<file path="config.mk">
export PLATFORM = sky130hd
export DESIGN_NAME = vidCmdPort
export DESIGN_NICKNAME = d
export VERILOG_FILES = /design/src/rtl/vcp_pkg.sv /design/src/rtl/vcpCtrl.sv /design/src/rtl/vcpDatapath.sv /design/src/rtl/vidCmdPort.sv
export SDC_FILE = /design/constraint.sdc
export NUM_CORES = 1
export LEC_CHECK = 0
export CAP_MARGIN = 0
export CORE_MARGIN = 4
export CORE_UTILIZATION = 50
export CTS_CLUSTER_DIAMETER = 60
export DETAILED_ROUTE_END_ITERATION = 8
export PLACE_DENSITY = 0.78
export SYNTH_ARGS = -nofsm -noshare
export SYNTH_HDL_FRONTEND = slang
export SYNTH_SLANG_ARGS = --single-unit
export TNS_END_PERCENT = 1
</file>
<file path="constraint.sdc">
create_clock -name clk -period 2.1 [get_ports clk]
set_input_delay 0.42 -clock clk [delete_from_list [all_inputs] [get_ports clk]]
set_output_delay 0.42 -clock clk [all_outputs]
set_load 0.05 [all_outputs]
</file>
<file path="src/rtl/vcp_pkg.sv">
package vcp_pkg;
  typedef enum logic [1:0] {
    DMA_BUS  = 2'b00,
    DMA_FILL = 2'b10,
    DMA_COPY = 2'b11
  } dmaKindT;

  typedef struct packed {
    logic firstWord;
    logic secondWord;
    logic regWrite;
  } ctlStrobeT;
endpackage

</file>
<file path="src/rtl/vcpCtrl.sv">
module vcpCtrl
  import vcp_pkg::*;
(
  input  logic       clk,
  input  logic       rstN,
  input  logic       ctrlWrEn,
  input  logic [1:0] ctrlTop,
  input  logic       statRdEn,
  input  logic       dataRdEn,
  input  logic       dataWrEn,
  output ctlStrobeT  stb,
  output logic       pendingOut
);
  localparam logic [1:0] REG_WR_TAG = 2'b10;

  logic pending;
  logic clrPending;

  always_comb begin
    stb = '0;
    clrPending = 1'b0;
    if (ctrlWrEn) begin
      if (pending) begin
        stb.secondWord = 1'b1;
      end else begin
        stb.firstWord = 1'b1;
        stb.regWrite  = (ctrlTop == REG_WR_TAG);
      end
    end else if (statRdEn || dataRdEn || dataWrEn) begin
      clrPending = 1'b1;
    end
  end

  always_ff @(posedge clk) begin
    if (!rstN) begin
      pending <= 1'b0;
    end else if (stb.firstWord && !stb.regWrite) begin
      pending <= 1'b1;
    end else if (stb.secondWord || clrPending) begin
      pending <= 1'b0;
    end
  end

  assign pendingOut = pending;
endmodule

</file>
<file path="src/rtl/vcpDatapath.sv">
module vcpDatapath
  import vcp_pkg::*;
#(
  parameter int NUM_REGS     = 24,
  parameter int IDX_W        = 5,
  parameter int DMA_EN_REG   = 1,
  parameter int DMA_EN_BIT   = 4,
  parameter int DMA_MODE_REG = 23
) (
  input  logic             clk,
  input  logic             rstN,
  input  ctlStrobeT        stb,
  input  logic [15:0]      wrData,
  input  logic             statRdEn,
  input  logic             dataWrEn,
  input  logic             collisionHit,
  input  logic [IDX_W-1:0] regRdIdx,
  output logic [7:0]       regRdData,
  output logic [15:0]      statusData,
  output logic             regWrStb,
  output logic [IDX_W-1:0] regWrIdx,
  output logic [7:0]       regWrData,
  output logic [15:0]      addrOut,
  output logic [5:0]       codeOut,
  output logic             dmaStart,
  output logic [1:0]       dmaKind,
  output logic             fillArmed
);
  localparam int FIFO_EMPTY_BIT = 9;
  localparam int COLL_BIT       = 5;
  localparam int LOW_ADDR_W     = 14;
  localparam logic [IDX_W-1:0] REG_LIMIT = IDX_W'(NUM_REGS);

  logic [7:0]  regs [NUM_REGS];
  logic [1:0]  addrLatch;
  logic        collFlag;
  logic [IDX_W-1:0] wrIdx;
  logic        idxOk;
  logic        dmaReq;
  dmaKindT     nextKind;

  assign wrIdx  = wrData[8 +: IDX_W];
  assign idxOk  = (wrIdx < REG_LIMIT);
  assign dmaReq = stb.secondWord && wrData[7] && regs[DMA_EN_REG][DMA_EN_BIT];

  always_comb begin
    unique case (regs[DMA_MODE_REG][7:6])
      2'b10:   nextKind = DMA_FILL;
      2'b11:   nextKind = DMA_COPY;
      default: nextKind = DMA_BUS;
    endcase
  end

  generate
    for (genvar i = 0; i < NUM_REGS; i++) begin : g_reg
      always_ff @(posedge clk) begin
        if (!rstN) begin
          regs[i] <= '0;
        end else if (stb.regWrite && wrIdx == IDX_W'(i)) begin
          regs[i] <= wrData[7:0];
        end
      end
    end
  endgenerate

  always_ff @(posedge clk) begin
    if (!rstN) begin
      addrOut   <= '0;
      codeOut   <= '0;
      addrLatch <= '0;
      regWrStb  <= 1'b0;
      regWrIdx  <= '0;
      regWrData <= '0;
      dmaStart  <= 1'b0;
      dmaKind   <= DMA_BUS;
      fillArmed <= 1'b0;
      collFlag  <= 1'b0;
    end else begin
      regWrStb <= 1'b0;
      dmaStart <= 1'b0;
      if (stb.firstWord) begin
        addrOut <= {addrLatch, wrData[LOW_ADDR_W-1:0]};
        codeOut <= {codeOut[5:2], wrData[15:14]};
        if (stb.regWrite && idxOk) begin
          regWrStb  <= 1'b1;
          regWrIdx  <= wrIdx;
          regWrData <= wrData[7:0];
        end
      end
      if (stb.secondWord) begin
        addrOut[15:14] <= wrData[1:0];
        addrLatch      <= wrData[1:0];
        codeOut[5:2]   <= wrData[7:4];
      end
      if (dmaReq) begin
        dmaStart <= 1'b1;
        dmaKind  <= nextKind;
      end
      if (dmaReq && nextKind == DMA_FILL) begin
        fillArmed <= 1'b1;
      end else if (dataWrEn) begin
        fillArmed <= 1'b0;
      end
      if (collisionHit) begin
        collFlag <= 1'b1;
      end else if (statRdEn) begin
        collFlag <= 1'b0;
      end
    end
  end

  always_comb begin
    regRdData = '0;
    if (regRdIdx < REG_LIMIT) begin
      regRdData = regs[regRdIdx];
    end
    statusData = '0;
    statusData[FIFO_EMPTY_BIT] = 1'b1;
    statusData[COLL_BIT]       = collFlag;
  end
endmodule

</file>
<file path="src/rtl/vidCmdPort.sv">
module vidCmdPort
  import vcp_pkg::*;
(
  input  logic        clk,
  input  logic        rstN,
  input  logic        ctrlWrEn,
  input  logic [15:0] ctrlWrData,
  input  logic        statRdEn,
  input  logic        dataRdEn,
  input  logic        dataWrEn,
  input  logic        collisionHit,
  input  logic [4:0]  regRdIdx,
  output logic [7:0]  regRdData,
  output logic [15:0] statusData,
  output logic        regWrStb,
  output logic [4:0]  regWrIdx,
  output logic [7:0]  regWrData,
  output logic [15:0] addrOut,
  output logic [5:0]  codeOut,
  output logic        pendingOut,
  output logic        dmaStart,
  output logic [1:0]  dmaKind,
  output logic        fillArmed
);
  ctlStrobeT stb;

  vcpCtrl ctrl_i (
    .clk        (clk),
    .rstN       (rstN),
    .ctrlWrEn   (ctrlWrEn),
    .ctrlTop    (ctrlWrData[15:14]),
    .statRdEn   (statRdEn),
    .dataRdEn   (dataRdEn),
    .dataWrEn   (dataWrEn),
    .stb        (stb),
    .pendingOut (pendingOut)
  );

  vcpDatapath #(
    .NUM_REGS (24),
    .IDX_W    (5)
  ) dp_i (
    .clk          (clk),
    .rstN         (rstN),
    .stb          (stb),
    .wrData       (ctrlWrData),
    .statRdEn     (statRdEn),
    .dataWrEn     (dataWrEn),
    .collisionHit (collisionHit),
    .regRdIdx     (regRdIdx),
    .regRdData    (regRdData),
    .statusData   (statusData),
    .regWrStb     (regWrStb),
    .regWrIdx     (regWrIdx),
    .regWrData    (regWrData),
    .addrOut      (addrOut),
    .codeOut      (codeOut),
    .dmaStart     (dmaStart),
    .dmaKind      (dmaKind),
    .fillArmed    (fillArmed)
  );
endmodule

</file>
; ---- After elaboration in Yosys (flattened, before gate mapping)
; Memory sizes are Yosys's and may differ from the RTL's.
; Index checks and enable logic that the tools add are counted.
[word_totals]
mem_bits_rw = 192
word_cells = 223
in_bits = 28
regBits = 44
mem_count = 1
[memory_table]
columns = memory, words, word_bits, read_ports, rd_clocked_by_memory_dff, wr, line_no
row1 = dp_i.regs, 24, 8, 3, 0, 24, vcpDatapath.sv:34  ; logic [7:0] regs [NUM_REGS];
[op_classes]
n_eq_ne = 27
order_cmp = 2
reduce_logical = 40
n_mux = 116
n_bitwise = 24
[ops]
columns = operator, count
row1 = $mux 8, 25
row2 = $mux 1, 86
row3 = $eq 5x4->1 const B, 8
row4 = $eq 5x5->1 const B, 8
row5 = $logic_and 1x1->1, 29
row6 = $or 1x1->1, 24
row7 = $eq 5x3->1 const B, 4
row8 = $mux 16, 1
row9 = $eq 5x2->1 const B, 2
row10 = $lt 5x5->1 const B, 2
row11 = $eq 2x2->1 const B, 4
row12 = $reduce_bool 2->1, 4
row13 = $eq 5x1->1 const B, 1
row14 = $logic_not 5->1, 1
row15 = $mux 4, 1
row16 = $pmux 2 s2, 1
row17 = $reduce_and 2->1, 2
row18 = $logic_or 1x1->1, 3
row19 = $mux 3, 1
row20 = $mux 2, 1
row21 = $logic_not 1->1, 1

; ---- Logic depth before layout (Yosys ltp)
; Gate-level depths: netlist of run 1.
[depth]
word_depth = 8
depth_mapped = 8

; ---- Modules after synthesis
; A second synthesis of run 1 with hierarchy kept.
[unflattened]
cells_unflattened = 854
hier_area_um2 = 10864.2
[by_module_without_submodules]
columns = module, n_inst, area_per_inst_um2, cells_each, seq_area_each_um2
row1 = vcpDatapath, 1, 10796.6, 846, 6626.4
row2 = vcpCtrl, 1, 67.6, 8, 20.0

; ---- Worst setup path before layout of run 1
; No wires, ideal clock.
[synth_timing]
path_kind = in2out
from = in regRdIdx[0]
to = out regRdData[0]
path_buffers = 3
required_ns = 1.680
arrival_ns = 2.081
cell_stages = 7
path_slack_ns = -0.401
cell_sequence = buf_6 buf_12 buf_12 mux2i_1 a221oi_1 nor2_1 o211ai_1
[synth_between]
elab_chain_len = 2
elab_cells_between_ends = 3
[synth_lines]
columns = item, line_no
row1 = start: declaration, vidCmdPort.sv:12  ; input logic [4:0] regRdIdx,
row2 = $mem_v2 24x8 / $lt 5x5->1 (equally long branches), n/a
row3 = $mux 8 (*), vcpDatapath.sv:114  ; if (regRdIdx < REG_LIMIT) begin
row4 = end: declaration, vidCmdPort.sv:13  ; output logic [7:0] regRdData,
; Mark *: on every way between the ends. The rest lies on a longest branch, timed or not.

==> summary.md, run 1 <==
| Metric | Value |
|---|---|
| Wire length of the first global-routing pass | about 44 mm |
| Area enclosed by the die boundary | 0.0241 mm2 |
| Unrepaired setup endpoints after global routing | true |
| Clock slew at reported path FFs | 0.06 ns |
| GRT Resource Usage Total | 23.5% |
| Top library cells by usage in the layout, fill and taps aside | sky130_fd_sc_hd__edfxtp_1 (192), sky130_fd_sc_hd__and2_1 (174), sky130_fd_sc_hd__buf_4 (116) |
| Final antenna-violating net count | 0 |
| Area added between synthesis and finish | 24.9% |
| Violated checks | setup timing |
| Clock insertion delay at the later pin of the skew report | 0.54 ns |
| Clock tree sinks | 236 |
| Share of the yosys chip area belonging to registers | 61.4% |
| Drc violations | 0 |
| Flops & latches, synth | about 240 |
| HPWL after detailed placement | 19.6 mm |
| Worst Tran Pin Value | around 0.55 ns |
| Share of post-route cells with drive strength above 1 | 20.2% |
| Overall via count from detail_route | 7,437 |
| Total congestion overflow after global routing | 0 |
| Post-synth design cell area | 0.0108 mm2 |
| FP Rows | 53 |
| Leakage power summed over all cells | 0.00553 uW |
| Syn Inst Count | 868 |
| Worst hold margin | 0.453 ns |
| Biggest cell delay along the critical path | 0.52 ns |
| Synth top area cells | sky130_fd_sc_hd__edfxtp_1 (53%), sky130_fd_sc_hd__and2_1 (10%), sky130_fd_sc_hd__dfxtp_1 (8.1%), sky130_fd_sc_hd__mux2i_1 (7.2%), sky130_fd_sc_hd__nor2_1 (2.4%) |
| Total core area | 0.0212 mm2 |
| DR iter-0 viols | 730 |
| Maximum clock insertion buffer count | 3 |
| Highest routed layer | met4 |
| Worst Path Class, Setup | flip-flop to primary output |
| # fillers | 1,554 |
| Final Slew Violations | 0 |
| Portion of synthesized cell area occupied by the leading cell type | 53.3% |
| Sum of buffers and inverters on the critical path | 1 |
| Synth area leader | sky130_fd_sc_hd__edfxtp_1 |
| Y dimension of the die | roughly 160 um |
| Vias in the first global route | 7,417 |
| Number of clock buffers inserted by TritonCTS | 26 |
| Cell chain of the critical path | mux4_2 > a22oi_1 > o211ai_1 > buf_4 |
| Synthesized area per cell | about 12 um2 |
| Placed cell count | roughly 1,300 |
| Count of endpoints failing hold in the final timing report | 0 |
| Chip Width | 155 um |
| CTS tree | done |
| Worst reg2reg setup slack | 0.23 ns |
| Path category of the worst min-delay check | flip-flop to flip-flop |
| Crit path max-delay cell type | sky130_fd_sc_hd__mux4_2 |
| Clock root cell | sky130_fd_sc_hd__clkbuf_16 |
| I/O Buffers | 77 |
| Wire length on met1 | 11.7 mm |
| Number of warnings printed during yosys synthesis | 0 |
| Placer's final routability congestion estimate | 0.921 |
| Routed WL | 27.8 mm |
| Top Family by Delay on Critical Path | multiplexers |
| Start point of the worst min-delay path | dp_i.addrOut[5] |
| Worst EP required | roughly 1.7 ns |
| Average wire per cell in the routed design | 21.0 um |
| Starting density of the core | 51.2% |
| Commonest non-fill, non-tap cell in the layout | sky130_fd_sc_hd__edfxtp_1 |
| Antenna violations before repair | 0 |
| Power density over the cells | 851 mW/mm2 |
| Number of standard cells in the final layout excluding fillers | 1,324 |
| Routed met3 length | between 2 and 2.5 mm |
| Arrival time reported for the critical path endpoint | 1.99 ns |
| Setup Skew | 0.0143 ns |
| Source of the critical timing path | dp_i.regs[12][0] |
| Drt pass-1 iters | 5 |
| Total number of H-tree levels | 1 |
| RR Startpoint | ctrl_i.pendingOut |
| Relative slew slack | 63.3% |
| Net total in the final layout | 1,058 |
| # setup viols final | 8 |
| Kind of end point of the critical path | primary output |
| Max Cap Violations | 0 |
| Amount of wire on met2 after detailed routing | roughly 13 mm |
| Ports | 93 |
| Worst slack at placement | -0.530 ns |
| Critical Path Source Type | flip-flop |
| Share of the clock period used by the worst path after layout | 115% |
| Ant. Diodes | 0 |
| Count of unique library cells instantiated by Yosys | 39 |
| Pin count of the biggest net entering global routing | 28 |
| Via density per instance | 5.62 |
| Final Critical Period | 2.41 ns |
| Fmax | roughly 0.42 GHz |
| Run status | finished with violations |
| Worst ir drop on vdd | 695 uV |
| CP Max Fanout | 1 |
| Count of hold-fix buffers inserted at cts | 0 |
| Final setup slack of the worst path | -0.309 ns |
==> cell usage after synthesis <==
| library cell | instances |
|---|---|
| sky130_fd_sc_hd__edfxtp_1 | 192 |
| sky130_fd_sc_hd__and2_1 | 174 |
| sky130_fd_sc_hd__mux2i_1 | 78 |
| sky130_fd_sc_hd__nor2_1 | 68 |
| sky130_fd_sc_hd__nand2_1 | 50 |
| sky130_fd_sc_hd__dfxtp_1 | 44 |
| sky130_fd_sc_hd__clkbuf_1 | 38 |
| sky130_fd_sc_hd__a21oi_1 | 31 |
| sky130_fd_sc_hd__nand3_1 | 31 |
| sky130_fd_sc_hd__a22oi_1 | 25 |
| sky130_fd_sc_hd__o21ai_0 | 24 |
| sky130_fd_sc_hd__buf_4 | 20 |
| sky130_fd_sc_hd__nand2b_1 | 13 |
| sky130_fd_sc_hd__mux4_2 | 9 |
| sky130_fd_sc_hd__o211ai_1 | 8 |
| sky130_fd_sc_hd__buf_2 | 7 |
| sky130_fd_sc_hd__mux4_1 | 7 |
| sky130_fd_sc_hd__nand4_1 | 7 |
| sky130_fd_sc_hd__nor2b_1 | 6 |
| sky130_fd_sc_hd__a221oi_1 | 4 |
| sky130_fd_sc_hd__buf_6 | 4 |
| sky130_fd_sc_hd__inv_1 | 4 |
| sky130_fd_sc_hd__a211oi_1 | 3 |
| sky130_fd_sc_hd__and3_1 | 2 |
| sky130_fd_sc_hd__buf_1 | 2 |
| sky130_fd_sc_hd__buf_12 | 2 |
| sky130_fd_sc_hd__conb_1 | 2 |
| sky130_fd_sc_hd__nand4b_1 | 2 |
| sky130_fd_sc_hd__a21boi_4 | 1 |
| sky130_fd_sc_hd__and2_0 | 1 |
| sky130_fd_sc_hd__and4bb_1 | 1 |
| sky130_fd_sc_hd__buf_8 | 1 |
| sky130_fd_sc_hd__clkdlybuf4s18_2 | 1 |
| sky130_fd_sc_hd__clkinv_1 | 1 |
| sky130_fd_sc_hd__nor3_2 | 1 |
| sky130_fd_sc_hd__nor3b_1 | 1 |
| sky130_fd_sc_hd__nor4_1 | 1 |
| sky130_fd_sc_hd__o211a_1 | 1 |
| sky130_fd_sc_hd__or2_2 | 1 |
==> power by group <==
part / switching (uW) / internal (uW)
clock: 1840 / 3130
sequential: 70.5 / 5220
combinational: 792 / 450
==> cell families after synthesis <==
group,Yosys count,synth area share [%]
and+or+nand+nor,359,17.8
DFF,236,61.4
AOI/OAI and AO/OA,97,5.63
muxes,94,10.8
buffers and inverters,80,4.29
other,2,0.0694
==> area by class of cell <==
type	count	area, um2	area share, %
flip-flops and latches	236	6650	49.1
multi-input cells	565	3860	28.5
repair buffers	196	1710	12.6
clock buffers	33	749	5.54
well taps	275	344	2.54
clock inverters	14	199	1.47
inverters	5	18.8	0.139
==> metal layers <==
metal	vias to the layer above	GRT usage [%]
met2	334	37.2
met3	59	4.51
met5	-	0
met1	3652	33.9
li1	3392	-
met4	0	5.68
==> worst register-to-register path: cells and delay by family (launching register included) <==
family                 cells  cell delay [ns]
and+or+nand+nor            4             1.23
buffers and inverters      1             0.17
DFF                        1             0.35
==> state kept, by name (all words and copies together), names as in the netlist <==
register / cells
dp_i.fillArmed: 1
dp_i.dmaKind: 2
dp_i.dmaStart: 1
dp_i.regWrIdx: 5
dp_i.codeOut: 6
dp_i.regWrData: 8
ctrl_i.pendingOut: 1
dp_i.regWrStb: 1
dp_i.collFlag: 1
dp_i.addrLatch: 2
dp_i.addrOut: 16
dp_i.regs: 192
==> metrics by stage <==
| stage | total power (uW) | instance area (um2) | util, % | setup TNS, ns |
|---|---|---|---|---|
| floorplan | 6100 | 10900 | - | -38.52 |
| global placement | 6570 | 12500 | 59.0 | -58.08 |
| detailed placement | 6600 | 12500 | 59.0 | -77.94 |
| CTS | 11500 | 13500 | 63.7 | -2.40 |
| global route | 11800 | 13500 | 63.9 | -2.68 |
| finish | 11500 | 13500 | 63.9 | -2.29 |
==> what timing repair did <==
item                       in CTS  in global routing
buffers inserted                2                  1
pin swaps                       9                  3
resized for setup              63                 16
setup endpoints to repair      42                 15
==> final timing paths <==
kind | to | cells past startpoint
max reg2reg | dp_i.regs[10][5] | 5
min reg2reg | dp_i.addrOut[5] | 2
min | dp_i.addrOut[5] | 2
max | regRdData[0] | 4
Note: power is estimated with default switching activity, not from simulation.
==> run 2: changes to the inputs <==
--- a/config.mk
+++ b/config.mk
@@ -9,6 +9,7 @@
 export CORE_MARGIN = 4
 export CORE_UTILIZATION = 50
 export CTS_CLUSTER_DIAMETER = 60
+export CTS_CLUSTER_SIZE = 8
 export DETAILED_ROUTE_END_ITERATION = 8
 export PLACE_DENSITY = 0.78
 export SYNTH_ARGS = -nofsm -noshare
==> run 2 against run 1 <==
Effect of this change: the run still ends with setup timing left; cell area is 1.1% higher; via count up 1.4%; clock skew is 0.0019 ns lower; fmax up 1.3%; core utilization is 0.70 points higher; clock power increased by 4%; die area is the same; global-route usage up 0.62 points; critical path type unchanged.
==> summary.md, run 2 (same netlist as run 1, synthesis figures left out) <==
| Metric | Value |
|---|---|
| Run status | finished with violations |
| Violated checks | setup timing |
| Number of clock buffers inserted by TritonCTS | 35 |
| Arrival time reported for the critical path endpoint | just under 2 ns |
| Critical Path Source Type | flip-flop |
| Storage cell area | 0.00665 mm2 |
| Power density over the cells | around 860 mW/mm2 |
| DR iter-0 viols | 681 |
| HPWL after detailed placement | between 15 and 20 mm |
| Vias in the first global route | around 7,600 |
| Routed WL | ~28 mm |
| Count of hold-fix buffers inserted at cts | 0 |
| Top register by number of flip-flops | dp_i.regs |
| Drt pass-1 iters | 7 |
| Antenna violations before repair | 0 |
| Clock tree sinks | 236 |
| FP Rows | between 50 and 60 |
| Setup TNS | -2.02 ns |
| Final setup slack of the worst path | -0.278 ns |
| Worst Tran Pin Value | between 0.5 and 0.6 ns |
| Worst Path Class, Setup | flip-flop to primary output |
| Via density per instance | around 5.7 |
| Clock insertion delay at the later pin of the skew report | around 0.50 ns |
| Net Sw Frac | 23.4% |
| Pin count of the biggest net entering global routing | 28 |
| Sequential share of power | 45.3% |
| Clock root cell | sky130_fd_sc_hd__clkbuf_16 |
| Area added between synthesis and finish | 26.3% |
| Placed cell areas | 0.0125 mm2 |
| Commonest non-fill, non-tap cell in the layout | sky130_fd_sc_hd__edfxtp_1 |
| I/O Buffers | 77 |
| Overall via count from detail_route | ~7,500 |
| Wire length of the first global-routing pass | 44.4 mm |
| Total number of H-tree levels | 2 |
| Net total in the final layout | 1,067 |
| Total congestion overflow after global routing | 0 |
| Clock network power share | 43.9% |
| Switching power | 2750 uW |
| Kind of end point of the critical path | primary output |
| Maximum clock insertion buffer count | 3 |
| Ant. Diodes | 0 |
| Final Instance Area | 0.0137 mm2 |
| Final Critical Period | 2.38 ns |
| Regs by FF count | dp_i.regs x192, dp_i.addrOut x16, dp_i.regWrData x8 |
| Comb pwr share | between 10 and 15% |
| Path category of the worst min-delay check | flip-flop to flip-flop |
| GRT Resource Usage Total | 24.1% |
| Setup Skew | 0.0123 ns |
| Share of post-route cells with drive strength above 1 | between 20% and 30% |
| CTS tree | done |
| Unrepaired setup endpoints after global routing | true |
| Ports | 93 |
| Drc violations | 0 |
| Average wire per cell in the routed design | 21.4 um |
| Fmax | 0.420 GHz |
| Final Slew Violations | 0 |
| Area enclosed by the die boundary | 0.0241 mm2 |
| Area used by multi-input combinational logic | about 0.0039 mm2 |
| Chip Width | 155 um |
| CP Max Fanout | 1 |
| Number of flip-flops in the largest register | 192 |
| Internal power | 8970 uW |
| Placer's final routability congestion estimate | 0.921 |
| Starting density of the core | 51.2% |
| Depth of the worst register-to-register path | 5 |
| # fillers | 1,517 |
| Count of cells along the worst hold path | 2 |
| Worst EP required | 1.68 ns |
| Relative slew slack | 62.6% |
| Top library cells by usage in the layout, fill and taps aside | sky130_fd_sc_hd__edfxtp_1 (192), sky130_fd_sc_hd__and2_1 (174), sky130_fd_sc_hd__buf_4 (116) |
| Count of endpoints failing hold in the final timing report | 0 |
| # setup viols final | 8 |
| Clock slew at reported path FFs | roughly 0.05 ns |
| Y dimension of the die | approximately 160 um |
| Final antenna-violating net count | 0 |
| Worst ir drop on vdd | 660 uV |
| Total core area | between 0.02 and 0.025 mm2 |
| Share of the clock period used by the worst path after layout | 113% |
| Leakage power summed over all cells | 0.00570 uW |
| Max Cap Violations | 0 |
[run 2: cell types whose count changed in the layout (fill, tap and decap cells not counted), moves of 3 or more]
| cell | previous run | this run |
|---|---|---|
| sky130_fd_sc_hd__dlygate4sd2_1 | 35 | 5 |
| sky130_fd_sc_hd__dlymetal6s2s_1 | 7 | 23 |
| sky130_fd_sc_hd__clkdlybuf4s50_1 | 24 | 37 |
| sky130_fd_sc_hd__clkbuf_1 | 2 | 11 |
| sky130_fd_sc_hd__clkbuf_16 | 28 | 37 |
| sky130_fd_sc_hd__bufinv_16 | 5 | 1 |
| sky130_fd_sc_hd__clkinv_1 | 5 | 1 |
| sky130_fd_sc_hd__clkbuf_8 | 3 | 0 |
| sky130_fd_sc_hd__clkinv_2 | 3 | 0 |
[run 2: layout make-up]
class                      count  share of cell area [%]
tap                          275                    2.52
inverter                       5                   0.137
clock buffer                  48                    7.07
sequential                   236                    48.6
multi-input combinational    565                    28.4
clock inverter                 1                   0.220
timing repair buffer         196                    13.0
[run 2: worst paths after layout]
path	start	end	slack (ns)
setup / recovery	dp_i.regs[12][0]	regRdData[0]	-0.28
hold / removal	dp_i.addrOut[5]	dp_i.addrOut[5]	0.45
setup reg to reg	ctrl_i.pendingOut	dp_i.regs[16][6]	0.25
hold reg to reg	dp_i.addrOut[5]	dp_i.addrOut[5]	0.45
[run 2: timing repair]
item / CTS / global route
gates resized for setup: 36 / 36
pin swaps: 8 / 3
setup endpoints to repair: 13 / 31
setup buffers: 3 / 0
[run 2: through the flow]
stage / hold WS [ns] / power, uW / utilization (%) / cells / worst slack [ns]
2_1_floorplan: 0.436 / 6100 / - / 881 / -0.370
3_3_place_gp: 0.441 / 6570 / 59.0 / 1274 / -0.491
3_5_place_dp: 0.448 / 6600 / 59.0 / 1274 / -0.530
4_1_cts: 0.452 / 11800 / 64.2 / 1326 / -0.301
5_1_grt: 0.468 / 12100 / 64.6 / 1326 / -0.332
6_report: 0.451 / 11700 / 64.6 / 1326 / -0.278
[run 2: worst max-delay path, cell delays in order (launching register included)]
cell and delay, ns:
sky130_fd_sc_hd__edfxtp_1 0.39, sky130_fd_sc_hd__mux4_2 0.54, sky130_fd_sc_hd__a22oi_2 0.18, sky130_fd_sc_hd__o211ai_1 0.14, sky130_fd_sc_hd__buf_4 0.22
[run 2: power groups by stage]
stage,Clock [uW],Sequential (uW),Combinational (uW)
after CTS,5210,5310,1250
after global placement,0,5380,1190
after floorplan,0,5470,632
after detailed placement,0,5390,1200
after global routing,5450,5310,1330
final,5150,5310,1260
[run 2: routing by layer]
layer | share of wire (%) | vias up | wire length [um] | GRT usage, %
met5 | 0 | - | 0 | 0
met4 | 2.7 | 0 | 761 | 7.19
met3 | 10 | 58 | 2900 | 6.54
met2 | 47 | 391 | 13200 | 37.8
met1 | 40 | 3692 | 11400 | 33.3
li1 | - | 3399 | - | -
==> run 3: changes to the inputs <==
--- a/config.mk
+++ b/config.mk
@@ -5,7 +5,7 @@
 export SDC_FILE = /design/constraint.sdc
 export NUM_CORES = 1
 export LEC_CHECK = 0
-export CAP_MARGIN = 0
+export CAP_MARGIN = 10
 export CORE_MARGIN = 4
 export CORE_UTILIZATION = 50
 export CTS_CLUSTER_DIAMETER = 60
==> results of run 3 <==
Same layout as run 2: the final DEF is identical, and so are final timing and power.
